`src/rtl/ref_toggle_gen.sv`:
```
module ref_toggle_gen #(
  parameter int HW = 16
) (
  input  logic          clk,
  input  logic          rst_n,
  input  logic [HW-1:0] half_period,
  input  logic          rec_mode,
  input  logic          ext_sel,
  input  logic          auto_sel,
  input  logic          force_free,
  input  logic          frame_en,
  input  logic          field_sel,
  input  logic          field_in,
  input  logic          noise_in,
  input  logic          vsync_in,
  input  logic          ext_trig,
  output logic          ref_out
);
  localparam int MW = HW + 1;

  logic [HW-1:0] cnt;
  logic [MW-1:0] mask_t;
  logic [HW-1:0] gap_t;
  logic          mid;
  logic          rec_q;
  logic          locked;

  logic [HW+1:0] tri_hp;
  logic [MW-1:0] win_len;
  logic [HW-1:0] gap_len;
  logic [HW-1:0] reload;
  logic          rec_rise, ext_mode, expire, tmask, cmask, vs_hit, vs_flip, frame_lvl;

  assign tri_hp    = {2'b00, half_period} + {1'b0, half_period, 1'b0};
  assign win_len   = tri_hp[HW+1:1];
  assign gap_len   = half_period >> 1;
  assign reload    = half_period - 1'b1;
  assign rec_rise  = rec_mode & ~rec_q;
  assign locked    = rec_mode & (auto_sel ? ~noise_in : ~force_free);
  assign ext_mode  = ~rec_mode & ext_sel;
  assign expire    = (cnt == '0);
  assign tmask     = (mask_t != '0);
  assign cmask     = tmask & (gap_t == '0);
  assign vs_hit    = locked & vsync_in & ~cmask;
  assign vs_flip   = vs_hit & ~tmask;
  assign frame_lvl = ~(field_in ^ field_sel);

  always_ff @(posedge clk or negedge rst_n) begin
    if (!rst_n) begin
      cnt     <= '0;
      mask_t  <= '0;
      gap_t   <= '0;
      mid     <= 1'b0;
      rec_q   <= 1'b0;
      ref_out <= 1'b0;
    end else begin
      rec_q <= rec_mode;
      if (rec_rise) begin
        ref_out <= 1'b0;
        cnt     <= reload;
        mask_t  <= '0;
        gap_t   <= '0;
        mid     <= 1'b0;
      end else if (locked) begin
        mask_t <= tmask ? mask_t - 1'b1 : '0;
        gap_t  <= (gap_t != '0) ? gap_t - 1'b1 : '0;
        if (vs_hit) begin
          cnt    <= reload;
          mask_t <= win_len;
          gap_t  <= '0;
          if (vs_flip) begin
            ref_out <= frame_en ? frame_lvl : ~ref_out;
            mid     <= 1'b1;
          end
        end else if (expire) begin
          cnt     <= reload;
          ref_out <= ~ref_out;
          if (mid) begin
            mid <= 1'b0;
          end else begin
            mid    <= 1'b1;
            mask_t <= win_len;
            gap_t  <= gap_len;
          end
        end else begin
          cnt <= cnt - 1'b1;
        end
      end else if (ext_mode) begin
        mask_t <= '0;
        gap_t  <= '0;
        if (ext_trig) begin
          cnt     <= reload;
          ref_out <= ~ref_out;
          mid     <= 1'b1;
        end else if (expire) begin
          if (mid) begin
            cnt     <= reload;
            ref_out <= ~ref_out;
            mid     <= 1'b0;
          end
        end else begin
          cnt <= cnt - 1'b1;
        end
      end else begin
        mask_t <= '0;
        gap_t  <= '0;
        mid    <= 1'b0;
        if (expire) begin
          cnt     <= reload;
          ref_out <= ~ref_out;
        end else begin
          cnt <= cnt - 1'b1;
        end
      end
    end
  end
endmodule

```
`config.mk`:
```
export PLATFORM = sky130hd
export DESIGN_NAME = ref_toggle_gen
export DESIGN_NICKNAME = d
export VERILOG_FILES = /design/src/rtl/ref_toggle_gen.sv
export SDC_FILE = /design/constraint.sdc
export NUM_CORES = 1
export LEC_CHECK = 0
export BUFFER_PORTS_ARGS = -buffer_cell sky130_fd_sc_hd__buf_2
export CAP_MARGIN = 40
export CORE_ASPECT_RATIO = 0.6
export CORE_MARGIN = 2
export CORE_UTILIZATION = 50
export CTS_CLUSTER_SIZE = 30
export DETAILED_ROUTE_END_ITERATION = 6
export GPL_TIMING_DRIVEN = 0
export PLACE_DENSITY = 0.71
export SYNTH_ARGS = -nofsm -noshare
export SYNTH_HDL_FRONTEND = slang
export SYNTH_SLANG_ARGS = --single-unit
```
`constraint.sdc`:
```
create_clock -name clk -period 3.6 [get_ports clk]
set_clock_uncertainty 0.1 [all_clocks]
set_input_delay 0.36 -clock clk [delete_from_list [all_inputs] [get_ports clk]]
set_output_delay 0.36 -clock clk [all_outputs]
set_load 0.05 [all_outputs]
```
Word-level counts from Yosys, hierarchy flattened --
Index checks and enable logic that the tools add are counted.
Storage, ports and cells: register bits 52, bits of input ports 28, output and inout bits 1, word-level logic and storage cells 78
Operators by class: $add $sub $neg 5, equality and inequality tests 5, muxes and demuxes 40, bitwise gates (word level) 16, reductions and logical operators 6
Operators by type and width (number):
- 2-to-1 mux 16 bit | 14
- 2-to-1 mux 17 bit | 6
- subtractor 16 x 1 -> 16 bit (second input constant) | 3
- logical NOT 16 bit | 2
- 2-to-1 mux 1 bit | 20
- adder 16 x 17 -> 18 bit | 1
- nonzero test 17 bit | 1
- subtractor 17 x 1 -> 17 bit (second input constant) | 1
- nonzero test 16 bit | 1
- inverter 1 bit | 8
- bitwise AND 1 bit | 7
- inequality test 6 bit (second input constant) | 1
- AND reduction 3 bit | 2
- inequality test 5 x 4 -> 1 bit (second input constant) | 1
- inequality test 5 bit (second input constant) | 1
- inequality test 4 x 1 -> 1 bit (second input constant) | 1
- inequality test 4 x 3 -> 1 bit (second input constant) | 1
- XOR 1 bit | 1

Longest topological paths before layout --
Gate-level depths: netlist of the first run.
depth after elaboration 10, gate-level depth with buffers 11, depth with buffers taken out 9

Least setup slack after synthesis of the first run --
OpenSTA, ideal clock, no wires.
path kind register to register, start point register gap_t[10], end point register ref_out, library setup time 0.135 ns, arrival 2.466 ns, data required time 3.365 ns, setup slack 0.899 ns, cell stages (with the launch flop) 8, path buffers 1, period minus slack after synthesis 2.701 ns, path through dfrtp_1 > or4_4 > or3_1 > buf_2 > or3_4 > or4_1 > a31oi_1 > a211oi_1
On the way: longest elaborated chain between the ends 7, elaborated cells on any way between the ends 10, classes of those cells eq/ne (1); mux (3); bitwise (4); reduce/logical (2)
RTL lines:
- start: declaration | RTL line 23 | logic [HW-1:0] gap_t;
- start signal: assignment | RTL line 66 | gap_t <= (gap_t != '0) ? gap_t - 1'b1 : '0;
- start signal: assignment | RTL line 83 | gap_t <= gap_len;
- logical NOT 16 bit * | RTL line 43 | assign cmask = tmask & (gap_t == '0);
- bitwise AND 1 bit * | RTL line 43
- inverter 1 bit * | RTL line 44 | assign vs_hit = locked & vsync_in & ~cmask;
- bitwise AND 1 bit * | RTL line 44
- bitwise AND 1 bit / 2-to-1 mux 1 bit (equally long branches) | RTL line 45, 67
- inequality test 4 x 3 -> 1 bit (no source line) / 2-to-1 mux 1 bit (equally long branches)
- AND reduction 3 bit (no source line) / 2-to-1 mux 1 bit (equally long branches)
- end signal: assignment | RTL line 72 | ref_out <= frame_en ? frame_lvl : ~ref_out;
- end signal: assignment | RTL line 77 | ref_out <= ~ref_out;
- end signal: assignment | RTL line 93 | ref_out <= ~ref_out;
- end: declaration | RTL line 17 | output logic ref_out
Mark *: on every way between the ends. The rest lies on a longest branch, timed or not. A chain may end at the register's enable or synchronous reset.

Worst setup path in the final report of the first run --
start point register cnt[2], end point register gap_t[1]
On the way: longest elaborated chain between the ends 5
RTL lines:
- start: declaration | RTL line 21 | logic [HW-1:0] cnt;
- start signal: assignment | RTL line 60 | cnt <= reload;
- start signal: assignment | RTL line 68 | cnt <= reload;
- start signal: assignment | RTL line 76 | cnt <= reload;
- logical NOT 16 bit | RTL line 41 | assign expire = (cnt == '0);
- 2-to-1 mux 16 bit | RTL line 75 | end else if (expire) begin
- 2-to-1 mux 16 bit | RTL line 67 | if (vs_hit) begin
- 2-to-1 mux 16 bit | RTL line 64 | end else if (locked) begin
- 2-to-1 mux 16 bit | RTL line 58 | if (rec_rise) begin
No other way between the ends.

==> impl_metrics.xml, run 1 <==
<?xml version="1.0" encoding="UTF-8"?>
<metrics>
  <group name="setup_path">
    <metric name="cpPeakStageDelay" unit="ns">0.54</metric>
    <metric name="critPathKind" unit="">reg2reg</metric>
    <metric name="critical_path.startpoint_type" unit="">flip-flop</metric>
    <metric name="timing.critical_path.arrival" unit="ns">3.39</metric>
    <metric name="cp-end-kind" unit="">flip-flop</metric>
    <metric name="critical_path_s_slowest_cell" unit="">sky130_fd_sc_hd__nor4_1</metric>
    <metric name="critPathMostFrequentCell" unit="">sky130_fd_sc_hd__clkbuf_1</metric>
    <metric name="crit_required" unit="ns">3.72</metric>
    <metric name="critical_path.cell_chain" unit="">nor4_1 &gt; nand4_1 &gt; nor2_1 &gt; clkbuf_1 &gt; clkbuf_1 &gt; nand2_1 &gt; a21oi_1</metric>
    <metric name="worstPathMaxFanout" unit="">10</metric>
  </group>
  <group name="cells_and_area">
    <metric name="mostFrequentLayoutCells" unit="">sky130_fd_sc_hd__nor2_1, sky130_fd_sc_hd__dfrtp_1, sky130_fd_sc_hd__xnor2_1, sky130_fd_sc_hd__inv_1, sky130_fd_sc_hd__ha_1</metric>
    <metric name="layout_commonest_cell" unit="">sky130_fd_sc_hd__nor2_1</metric>
    <metric name="fillers" unit="">764</metric>
    <metric name="final_net_count" unit="">633</metric>
    <metric name="num_antenna_cells" unit="">0</metric>
    <metric name="areaGrowthSynthToFinish" unit="%">10.9</metric>
    <metric name="layout-drive-gt1-share" unit="%">10.9</metric>
  </group>
  <group name="cts">
    <metric name="cts_tree" unit="">built</metric>
    <metric name="clock_tree.buffer_depth" unit="">2</metric>
    <metric name="cts_buffers" unit="">5</metric>
    <metric name="post_cts_setup_driven_buffer_insertion_count" unit="">0</metric>
    <metric name="clk_root_buffer_cell" unit="">sky130_fd_sc_hd__clkbuf_16</metric>
    <metric name="worst_setup_hold_path_clk_slew" unit="ns">0.07</metric>
    <metric name="post_cts_resize_count" unit="">0</metric>
    <metric name="insertion_delay" unit="ns">0.30</metric>
    <metric name="cts.sink_count" unit="">52</metric>
    <metric name="cts_htree_levels" unit="">2</metric>
  </group>
  <group name="sta">
    <metric name="finalSetupViolations" unit="">0</metric>
    <metric name="setup_repair_after_global_routing_missed_its_margin" unit="">no</metric>
    <metric name="final.min_clock_period" unit="ns">3.26</metric>
    <metric name="finalHoldViolations" unit="">0</metric>
    <metric name="timing.final.max_slew_violations" unit="">0</metric>
    <metric name="fmax" unit="MHz">307</metric>
    <metric name="timing.setup.tns" unit="ns">0</metric>
    <metric name="share_of_the_clock_period_used_by_the_worst_path" unit="%">90.6</metric>
    <metric name="timing_worst_slew_pin_value" unit="ns">0.863</metric>
    <metric name="maxSlewHeadroom" unit="%">42.3</metric>
  </group>
  <group name="yosys">
    <metric name="avgSynthCellArea" unit="um^2">8.53</metric>
    <metric name="syn_inst" unit="">528</metric>
    <metric name="synth_seq_cells" unit="">52</metric>
    <metric name="ys_warn_count" unit="">0</metric>
    <metric name="syn_nets" unit="">595</metric>
    <metric name="synth_top_cell_area_share" unit="%">28.9</metric>
    <metric name="async_reset_ff_share" unit="%">100</metric>
    <metric name="synth-main-ff-cell" unit="">sky130_fd_sc_hd__dfrtp_1</metric>
    <metric name="number_of_enable_flip_flop_cells_after_synthesis" unit="">0</metric>
    <metric name="yosys.cell_types.count" unit="">75</metric>
    <metric name="top_post_synthesis_cells_by_area" unit="">sky130_fd_sc_hd__dfrtp_1, sky130_fd_sc_hd__ha_1, sky130_fd_sc_hd__xnor2_1</metric>
    <metric name="netlist_area" unit="um^2">4500</metric>
    <metric name="yosysTopAreaCell" unit="">sky130_fd_sc_hd__dfrtp_1</metric>
    <metric name="synth.yosys.seq_area_share" unit="%">28.9</metric>
  </group>
  <group name="drt">
    <metric name="drc" unit="">0</metric>
    <metric name="detailed_router_iteration_count_before_antenna_repair" unit="">5</metric>
    <metric name="detail_route.wl_per_cell" unit="um">19.0</metric>
    <metric name="route.vias.total" unit="">4303</metric>
    <metric name="postRouteAntennaNets" unit="">0</metric>
    <metric name="total_wire_length" unit="um">12900</metric>
    <metric name="drt-initial-drc-count" unit="">503</metric>
    <metric name="post_drt_via_cell_ratio" unit="">6.34</metric>
  </group>
  <group name="floorplanning">
    <metric name="io_pins" unit="">29</metric>
    <metric name="die_y" unit="um">77.5</metric>
    <metric name="core" unit="um^2">8620</metric>
    <metric name="initial_core_util" unit="%">52.2</metric>
    <metric name="die_w" unit="um">127</metric>
    <metric name="number_of_core_rows" unit="">26</metric>
    <metric name="floorplan.die_area" unit="um^2">9810</metric>
  </group>
  <group name="place">
    <metric name="gpl.final_weighted_congestion" unit="">0.912</metric>
    <metric name="io_buffers" unit="">28</metric>
    <metric name="dp.final_hpwl" unit="um">10000</metric>
  </group>
  <group name="global_routing">
    <metric name="number_of_global_route_vias_before_repair" unit="">4040</metric>
    <metric name="grt_first_pass_wirelength" unit="um">21200</metric>
    <metric name="gr-usage-all-layers" unit="%">27.1</metric>
    <metric name="grt_antenna_before_repair" unit="">0</metric>
    <metric name="grt_overflow_total" unit="">0</metric>
    <metric name="largest_net_degree_at_the_start_of_global_routing" unit="">34</metric>
  </group>
  <group name="job">
    <metric name="max_cap_violations" unit="">0</metric>
  </group>
  <group name="worst_hold_path">
    <metric name="min-delay-path-class" unit="">in2reg</metric>
  </group>
  <group name="status">
    <metric name="outcome" unit="">finished, final reports clean</metric>
  </group>
</metrics>
[worst paths after layout]
path | start | end | slack [ns] | cells after the start
max in group asynchronous | rst_n | mid$_DFFE_PN0P_ | 2.38 | 3
min in group asynchronous | rst_n | mask_t[3]$_DFF_PN0_ | 0.45 | 2
worst max register to register | cnt[2]$_DFFE_PN0P_ | gap_t[1]$_DFF_PN0_ | 0.34 | 7
worst min-delay path | rec_mode | rec_q$_DFF_PN0_ | 0.09 | 1
worst max-delay path | cnt[2]$_DFFE_PN0P_ | gap_t[1]$_DFF_PN0_ | 0.34 | 7
worst min register to register | mask_t[0]$_DFF_PN0_ | mask_t[0]$_DFF_PN0_ | 0.43 | 1
[routing by layer]
layer	part of all wire (%)	vias to the layer above	global-route usage [%]
li1	-	1991	-
met1	51	2106	44.9
met2	38	191	35.3
met3	9.3	15	5.66
met4	1.1	0	5.05
met5	0	-	0
[repair_timing]
item | 4_1_cts | 5_1_grt
hold endpoints to repair | 19 | 0
endpoints found under the setup margin | 0 | 0
hold buffers | 1 | 0
[cells in the mapped netlist (15+ instances only)]
cell	n
sky130_fd_sc_hd__xor2_1	23
sky130_fd_sc_hd__nor4_1	16
sky130_fd_sc_hd__ha_1	38
sky130_fd_sc_hd__dfrtp_1	52
sky130_fd_sc_hd__inv_1	38
sky130_fd_sc_hd__nor3_1	28
sky130_fd_sc_hd__a211oi_1	15
sky130_fd_sc_hd__nand2_1	25
sky130_fd_sc_hd__a21oi_1	26
sky130_fd_sc_hd__nor2_1	54
sky130_fd_sc_hd__xnor2_1	39
[final cells by class]
type	instances	area (um^2)	share of cell area [%]
Multi-Input combinational cell	422	2980	59.7
Buffer	16	78.8	1.58
Sequential cell	52	1300	26.1
Tap cell	112	140	2.81
Clock inverter	3	42.5	0.852
Inverter	38	143	2.86
Clock buffer	5	125	2.51
Timing Repair Buffer	31	181	3.63
[logic make-up after synthesis]
logic type	count (synthesis)	share of synthesized area (%)
XOR/XNOR	62	12.1
AO/OA/AOI/OAI	130	20.7
buffers and inverters	54	4.92
adder cells (fa/ha/maj)	39	11.0
multiplexers	4	0.917
AND/OR/NAND/NOR	187	21.6
flip-flops	52	28.9
[state kept, by name (all words and copies together) (netlist names)]
register,flops
cnt,16
gap_t,16
mask_t,17
mid,1
rec_q,1
ref_out,1
[through the flow]
stage / hold WS (ns) / worst slack, ns / utilization, % / std cells / instance area (um^2)
after floorplan: -0.0356 / 0.899 / - / 528 / 4500
after global placement: 0.387 / 0.412 / 55.5 / 668 / 4780
after detailed placement: 0.260 / 0.469 / 55.9 / 670 / 4820
after CTS: 0.0816 / 0.501 / 57.9 / 679 / 4990
after global routing: 0.0862 / 0.0614 / 57.9 / 679 / 4990
final: 0.0874 / 0.338 / 57.9 / 679 / 4990
[critical path, delay by kind of cell (launching register included)]
kind	cells	cell delay (ns)
compound gates	1	0.17
flops	1	0.42
buf+inv	2	0.95
simple gates	4	1.54
Power of run 1 is left out: the tool's default activity adds up to more than one toggle a clock period on the data nets, which glitch-free logic cannot reach.
==> run 2, diff against run 1 <==
Clock period 3.6 ns to 3.4 ns, I/O delays scaled along.
==> run 2 against run 1 <==
Sequential share of layout area is essentially flat. Fmax grew 6.8%. Count of clock-buffer cells in the layout is the same. Wire length is essentially flat. Die area is the same. Register-to-register slack is essentially flat. Worst hold slack lost 0.024 ns. Global-route usage is the same. First-iteration DRC count grew 0.20%. Worst setup slack gained 0.0090 ns. Largest cell class unchanged.
==> impl_metrics.xml, run 2 (same netlist as run 1, synthesis figures left out) <==
<?xml version="1.0" encoding="UTF-8"?>
<metrics>
  <group name="status">
    <metric name="outcome" unit="">finished, final reports clean</metric>
  </group>
  <group name="global_routing">
    <metric name="grt_overflow_total" unit="">0</metric>
    <metric name="grt_met3_usage" unit="%">5.66</metric>
    <metric name="grt_first_pass_wirelength" unit="um">21200</metric>
    <metric name="grt_antenna_before_repair" unit="">0</metric>
    <metric name="gr-usage-all-layers" unit="%">27.1</metric>
    <metric name="use_met2" unit="%">35.3</metric>
    <metric name="top_usage_layer" unit="">met1</metric>
    <metric name="groute.layer.met1.usage" unit="%">44.9</metric>
    <metric name="largest_net_degree_at_the_start_of_global_routing" unit="">34</metric>
    <metric name="number_of_global_route_vias_before_repair" unit="">4040</metric>
  </group>
  <group name="floorplanning">
    <metric name="floorplan.die_area" unit="um^2">9810</metric>
    <metric name="number_of_core_rows" unit="">26</metric>
    <metric name="io_pins" unit="">29</metric>
    <metric name="die_y" unit="um">77.5</metric>
    <metric name="die_w" unit="um">127</metric>
    <metric name="initial_core_util" unit="%">52.2</metric>
    <metric name="core" unit="um^2">8620</metric>
  </group>
  <group name="sta">
    <metric name="timing_worst_slew_pin_value" unit="ns">0.856</metric>
    <metric name="setup_repair_after_global_routing_missed_its_margin" unit="">no</metric>
    <metric name="finalSetupViolations" unit="">0</metric>
    <metric name="timing.final.max_slew_violations" unit="">0</metric>
    <metric name="fmax" unit="MHz">328</metric>
    <metric name="finalHoldViolations" unit="">0</metric>
    <metric name="final.min_clock_period" unit="ns">3.05</metric>
    <metric name="maxSlewHeadroom" unit="%">42.8</metric>
    <metric name="share_of_the_clock_period_used_by_the_worst_path" unit="%">89.8</metric>
    <metric name="timing.setup.tns" unit="ns">0</metric>
  </group>
  <group name="cts">
    <metric name="insertion_delay" unit="ns">0.30</metric>
    <metric name="cts_buffers" unit="">5</metric>
    <metric name="cts_htree_levels" unit="">2</metric>
    <metric name="clk_root_buffer_cell" unit="">sky130_fd_sc_hd__clkbuf_16</metric>
    <metric name="cts.sink_count" unit="">52</metric>
    <metric name="post_cts_setup_driven_buffer_insertion_count" unit="">0</metric>
    <metric name="cts_tree" unit="">built</metric>
    <metric name="clock_tree.buffer_depth" unit="">2</metric>
    <metric name="worst_setup_hold_path_clk_slew" unit="ns">0.07</metric>
  </group>
  <group name="power">
    <metric name="powerDensity" unit="nW/um^2">1190</metric>
    <metric name="total_leakage_power" unit="nW">2.17</metric>
    <metric name="power_frac_clock" unit="%">10.1</metric>
    <metric name="p_sw_share" unit="%">50.8</metric>
    <metric name="seqPwrFrac" unit="%">18.4</metric>
    <metric name="worst_ir_drop_vdd" unit="mV">1.19</metric>
    <metric name="intPower" unit="mW">2.92</metric>
    <metric name="switchingPower" unit="mW">3.02</metric>
    <metric name="power.share.combinational" unit="%">71.4</metric>
  </group>
  <group name="cells_and_area">
    <metric name="areaGrowthSynthToFinish" unit="%">11.0</metric>
    <metric name="final_net_count" unit="">633</metric>
    <metric name="mostFrequentLayoutCells" unit="">sky130_fd_sc_hd__nor2_1, sky130_fd_sc_hd__dfrtp_1, sky130_fd_sc_hd__xnor2_1, sky130_fd_sc_hd__inv_1, sky130_fd_sc_hd__ha_1</metric>
    <metric name="regMostFlops" unit="">mask_t</metric>
    <metric name="layout-drive-gt1-share" unit="%">11.3</metric>
    <metric name="num_antenna_cells" unit="">0</metric>
    <metric name="layout.area.seq" unit="um^2">1300</metric>
    <metric name="max_ffs_per_register" unit="">17</metric>
    <metric name="layout_commonest_cell" unit="">sky130_fd_sc_hd__nor2_1</metric>
    <metric name="multi_input_comb_area" unit="um^2">2990</metric>
    <metric name="finalInstanceArea" unit="um^2">5000</metric>
    <metric name="fillers" unit="">763</metric>
    <metric name="reg.largest.list" unit="">mask_t: 17 flops, cnt: 16 flops, gap_t: 16 flops</metric>
  </group>
  <group name="drt">
    <metric name="detailed_router_iteration_count_before_antenna_repair" unit="">5</metric>
    <metric name="total_wire_length" unit="um">12900</metric>
    <metric name="detail_route.wl_per_cell" unit="um">18.9</metric>
    <metric name="route.vias.total" unit="">4303</metric>
    <metric name="post_drt_via_cell_ratio" unit="">6.34</metric>
    <metric name="postRouteAntennaNets" unit="">0</metric>
    <metric name="drc" unit="">0</metric>
    <metric name="drt-initial-drc-count" unit="">504</metric>
  </group>
  <group name="setup_path">
    <metric name="cpPeakStageDelay" unit="ns">0.44</metric>
    <metric name="worstPathMaxFanout" unit="">10</metric>
    <metric name="critical_path.startpoint_type" unit="">flip-flop</metric>
    <metric name="critical_path_s_slowest_cell" unit="">sky130_fd_sc_hd__clkbuf_1</metric>
    <metric name="cp-end-kind" unit="">flip-flop</metric>
    <metric name="crit_required" unit="ns">3.53</metric>
    <metric name="critical_path.cell_chain" unit="">inv_1 &gt; ha_1 &gt; nor3b_1 &gt; nand4_1 &gt; nor2_1 &gt; clkbuf_2 &gt; clkbuf_1 &gt; nand2_1 &gt; a21oi_1</metric>
    <metric name="critPathKind" unit="">reg2reg</metric>
    <metric name="timing.critical_path.arrival" unit="ns">3.18</metric>
  </group>
  <group name="worst_hold_path">
    <metric name="min-delay-path-class" unit="">in2reg</metric>
  </group>
  <group name="job">
    <metric name="max_cap_violations" unit="">0</metric>
  </group>
  <group name="place">
    <metric name="io_buffers" unit="">28</metric>
    <metric name="dp.final_hpwl" unit="um">10000</metric>
    <metric name="gpl.final_weighted_congestion" unit="">0.912</metric>
    <metric name="dpl_cell_area" unit="um^2">4820</metric>
  </group>
</metrics>
-- run 2: cell counts in the layout (fill, tap and decap cells not counted) --
No cell type changed its count.
-- run 2: power groups by stage --
stage | combinational, mW | sequential (mW) | clock [mW]
6_report | 4.25 | 1.10 | 0.603
5_1_grt | 5.00 | 1.17 | 0.624
4_1_cts | 4.32 | 1.09 | 0.604
3_5_place_dp | 4.21 | 1.09 | 0
3_3_place_gp | 4.95 | 1.17 | 0
2_1_floorplan | 2.38 | 0.997 | 0
-- run 2: path summary, 6_finish.rpt --
kind,start,endpoint,slack (ns),depth (start not counted)
max,cnt[0]$_DFFE_PN0P_,gap_t[1]$_DFF_PN0_,0.35,9
min,rec_mode,rec_q$_DFF_PN0_,0.06,1
max reg2reg,cnt[0]$_DFFE_PN0P_,gap_t[1]$_DFF_PN0_,0.35,9
min reg2reg,mask_t[0]$_DFF_PN0_,mask_t[0]$_DFF_PN0_,0.43,1
max in group asynchronous,rst_n,mid$_DFFE_PN0P_,2.20,3
min in group asynchronous,rst_n,mask_t[3]$_DFF_PN0_,0.43,2
-- run 2: through the flow --
| step | util, % | std cells | power (mW) | setup WS [ns] | hold slack, ns |
|---|---|---|---|---|---|
| after floorplan | - | 528 | 3.38 | 0.699 | -0.0556 |
| after global placement | 55.5 | 668 | 6.12 | 0.212 | 0.367 |
| after detailed placement | 55.9 | 670 | 5.31 | 0.289 | 0.240 |
| after CTS | 57.9 | 679 | 6.01 | 0.301 | 0.0616 |
| after global routing | 58.0 | 679 | 6.79 | 0.153 | 0.0662 |
| final | 58.0 | 679 | 5.95 | 0.347 | 0.0630 |
-- run 2: final cells by class --
cell class	count	share of cell area [%]
clock inverter	3	0.851
sequential	52	26.0
buffer	16	1.60
timing repair buffer	31	3.63
multi-input combinational	422	59.7
clock buffer	5	2.50
inverter	38	2.85
tap	112	2.80
-- run 2: per-layer routing --
layer,vias up,part of all wire (%)
li1,1996,-
met5,-,0
met1,2092,52
met4,0,1.0
met3,13,8.8
met2,202,38
-- run 2: worst max-delay path, delay by kind of cell (launching register included) --
kind / cells / cell delay [ns]
AO/OA/AOI/OAI: 1 / 0.17
adder cells (fa/ha/maj): 1 / 0.24
buffers and inverters: 3 / 0.87
flip-flops: 1 / 0.41
AND/OR/NAND/NOR: 4 / 1.19
-- run 2: timing repair --
action	CTS	global route
endpoints found under the hold margin	19	0
hold buffers	1	0
setup endpoints to repair	0	10
resized for setup	0	3
Power figures use the tool's default switching activity.
==> run 3, diff against run 2 <==
==> constraint.sdc (replaced) <==
create_clock -name clk -period 3.4 [get_ports clk]
set_clock_uncertainty 0.1 [all_clocks]
set_input_delay 0.17 -clock clk [delete_from_list [all_inputs] [get_ports clk]]
set_output_delay 0.17 -clock clk [all_outputs]
set_load 0.05 [all_outputs]
==> run 3 against run 2 <==
Count of clock-buffer cells in the layout stayed put. Fmax is 0.37% lower. Global-route usage hardly changed. Worst hold slack better by 0.050 ns. Sequential cell count stayed put. Die area stayed put. Core utilization is 0.17 points higher. Cell area is 0.30% higher. Worst setup slack worse by 0.011 ns.
==> impl_metrics.xml, run 3 (same netlist as run 1, synthesis figures left out) <==
<?xml version="1.0" encoding="UTF-8"?>
<metrics>
  <group name="cells_and_area">
    <metric name="mostFrequentLayoutCells" unit="">sky130_fd_sc_hd__nor2_1, sky130_fd_sc_hd__dfrtp_1, sky130_fd_sc_hd__xnor2_1, sky130_fd_sc_hd__inv_1, sky130_fd_sc_hd__ha_1</metric>
    <metric name="layout_commonest_cell" unit="">sky130_fd_sc_hd__nor2_1</metric>
    <metric name="areaGrowthSynthToFinish" unit="%">11.4</metric>
    <metric name="final_net_count" unit="">634</metric>
    <metric name="max_ffs_per_register" unit="">17</metric>
    <metric name="finalInstanceArea" unit="um^2">5020</metric>
    <metric name="num_antenna_cells" unit="">0</metric>
    <metric name="fillers" unit="">762</metric>
    <metric name="layout-drive-gt1-share" unit="%">11.4</metric>
    <metric name="reg.largest.list" unit="">mask_t: 17 flops, cnt: 16 flops, gap_t: 16 flops</metric>
    <metric name="regMostFlops" unit="">mask_t</metric>
  </group>
  <group name="worst_hold_path">
    <metric name="worst_hold_path_endpoint" unit="">gap_t[1]$_DFF_PN0_</metric>
    <metric name="min_delay_path_depth" unit="">3</metric>
    <metric name="worstHoldStart" unit="">half_period[2]</metric>
    <metric name="min-delay-path-class" unit="">in2reg</metric>
  </group>
  <group name="status">
    <metric name="outcome" unit="">finished, final reports clean</metric>
  </group>
  <group name="sta">
    <metric name="finalHoldViolations" unit="">0</metric>
    <metric name="setup_repair_after_global_routing_missed_its_margin" unit="">no</metric>
    <metric name="share_of_the_clock_period_used_by_the_worst_path" unit="%">90.1</metric>
    <metric name="timing.final.max_slew_violations" unit="">0</metric>
    <metric name="timing.setup.tns" unit="ns">0</metric>
    <metric name="finalSetupViolations" unit="">0</metric>
    <metric name="timing_worst_slew_pin_value" unit="ns">0.666</metric>
    <metric name="maxSlewHeadroom" unit="%">55.3</metric>
    <metric name="fmax" unit="MHz">326</metric>
    <metric name="final.min_clock_period" unit="ns">3.06</metric>
  </group>
  <group name="global_routing">
    <metric name="grt_first_pass_wirelength" unit="um">21200</metric>
    <metric name="grt_antenna_before_repair" unit="">0</metric>
    <metric name="number_of_global_route_vias_before_repair" unit="">4040</metric>
    <metric name="gr-usage-all-layers" unit="%">27.1</metric>
    <metric name="grt_overflow_total" unit="">0</metric>
    <metric name="largest_net_degree_at_the_start_of_global_routing" unit="">34</metric>
  </group>
  <group name="drt">
    <metric name="postRouteAntennaNets" unit="">0</metric>
    <metric name="detailed_router_iteration_count_before_antenna_repair" unit="">5</metric>
    <metric name="drc" unit="">0</metric>
    <metric name="route.vias.total" unit="">4302</metric>
    <metric name="detail_route.wl_per_cell" unit="um">18.9</metric>
    <metric name="drt-initial-drc-count" unit="">455</metric>
    <metric name="post_drt_via_cell_ratio" unit="">6.33</metric>
    <metric name="total_wire_length" unit="um">12900</metric>
  </group>
  <group name="setup_path">
    <metric name="crit_required" unit="ns">3.48</metric>
    <metric name="critPathKind" unit="">reg2reg</metric>
    <metric name="cp-end-kind" unit="">flip-flop</metric>
    <metric name="reg2reg_slack" unit="ns">0.34</metric>
    <metric name="worstReg2RegEnd" unit="">mask_t[15]$_DFF_PN0_</metric>
    <metric name="critical_path.cell_chain" unit="">or4_4 &gt; or4b_4 &gt; o21ai_1 &gt; or3_1 &gt; buf_2 &gt; o22ai_1</metric>
    <metric name="critical_path.startpoint_type" unit="">flip-flop</metric>
    <metric name="worstRegToRegCells" unit="">6</metric>
    <metric name="crit-reg2reg-launch" unit="">mask_t[11]$_DFF_PN0_</metric>
    <metric name="cpPeakStageDelay" unit="ns">0.58</metric>
    <metric name="cp.buffers_inverters" unit="">1</metric>
    <metric name="critical_path_s_slowest_cell" unit="">sky130_fd_sc_hd__or4_4</metric>
    <metric name="timing.critical_path.arrival" unit="ns">3.14</metric>
    <metric name="worstPathMaxFanout" unit="">10</metric>
    <metric name="path_delay_family" unit="">simple AND/OR/NAND/NOR gates</metric>
  </group>
  <group name="cts">
    <metric name="cts_tree" unit="">built</metric>
    <metric name="cts_htree_levels" unit="">2</metric>
    <metric name="insertion_delay" unit="ns">0.30</metric>
    <metric name="clock_tree.buffer_depth" unit="">2</metric>
    <metric name="cts_buffers" unit="">5</metric>
    <metric name="worst_setup_hold_path_clk_slew" unit="ns">0.07</metric>
    <metric name="clk_root_buffer_cell" unit="">sky130_fd_sc_hd__clkbuf_16</metric>
    <metric name="cts.sink_count" unit="">52</metric>
  </group>
  <group name="place">
    <metric name="dp.final_hpwl" unit="um">10000</metric>
    <metric name="dpl_cell_area" unit="um^2">4820</metric>
    <metric name="gpl.final_weighted_congestion" unit="">0.912</metric>
    <metric name="io_buffers" unit="">28</metric>
  </group>
  <group name="floorplanning">
    <metric name="floorplan.die_area" unit="um^2">9810</metric>
    <metric name="io_pins" unit="">29</metric>
    <metric name="initial_core_util" unit="%">52.2</metric>
    <metric name="die_y" unit="um">77.5</metric>
    <metric name="number_of_core_rows" unit="">26</metric>
    <metric name="core" unit="um^2">8620</metric>
    <metric name="die_w" unit="um">127</metric>
  </group>
  <group name="job">
    <metric name="max_cap_violations" unit="">0</metric>
  </group>
</metrics>
-- run 3: cell types whose count changed in the layout (fill, tap and decap cells not counted) --
| cell | previous run | this run |
|---|---|---|
| sky130_fd_sc_hd__dlygate4sd3_1 | 1 | 2 |
| sky130_fd_sc_hd__nor3b_1 | 3 | 2 |
| sky130_fd_sc_hd__nor3b_2 | 0 | 1 |
-- run 3: metal layers --
metal | track usage (%) | vias up | wire (um)
met1 | 44.9 | 2095 | 6690
li1 | - | 2002 | -
met3 | 5.66 | 13 | 1170
met4 | 5.05 | 0 | 136
met5 | 0 | - | 0
met2 | 35.4 | 192 | 4890
-- run 3: worst max path at each step --
stage,startpoint,to,slack [ns],cells past startpoint
after floorplan,gap_t[10]$_DFF_PN0_,ref_out$_DFFE_PN0P_,0.70,7
after global placement,mask_t[2]$_DFF_PN0_,mask_t[14]$_DFF_PN0_,0.21,6
after detailed placement,cnt[2]$_DFFE_PN0P_,gap_t[1]$_DFF_PN0_,0.33,7
after CTS,rec_mode,cnt[3]$_DFFE_PN0P_,0.22,7
after global routing,cnt[0]$_DFFE_PN0P_,gap_t[1]$_DFF_PN0_,0.15,9
final,mask_t[11]$_DFF_PN0_,mask_t[15]$_DFF_PN0_,0.34,6
-- run 3: timing repair --
item,CTS,global route
hold buffers,2,0
buffers inserted,0,0
hold endpoints to repair,20,0
endpoints found under the setup margin,0,20
gates resized for setup,0,4
-- run 3: worst register-to-register path, stage by stage, from the launching register on --
cell	delay, ns
sky130_fd_sc_hd__dfrtp_1	0.44
sky130_fd_sc_hd__or4_4	0.58
sky130_fd_sc_hd__or4b_4	0.57
sky130_fd_sc_hd__o21ai_1	0.56
sky130_fd_sc_hd__or3_1	0.30
sky130_fd_sc_hd__buf_2	0.28
sky130_fd_sc_hd__o22ai_1	0.13
-- run 3: per-stage QoR --
stage               instances  setup slack (ns)  utilization [%]  hold slack [ns]
floorplan                 528             0.699                -           -0.226
global placement          668             0.212             55.5            0.197
detailed placement        670             0.329             55.9           0.0699
CTS                       680             0.218             58.0            0.105
global route              680             0.153             58.2            0.121
finish                    680             0.335             58.2            0.113
-- run 3: final cells by class --
cell class                      count  area [um^2]  area share, %
Buffer                             16         80.1           1.60
Clock buffer                        5          125           2.49
Clock inverter                      3         42.5          0.848
Inverter                           38          143           2.84
Multi-Input combinational cell    422         2990           59.7
Sequential cell                    52         1300           25.9
Tap cell                          112          140           2.79
Timing Repair Buffer               32          191           3.82
Power of run 3 is left out for the same reason.
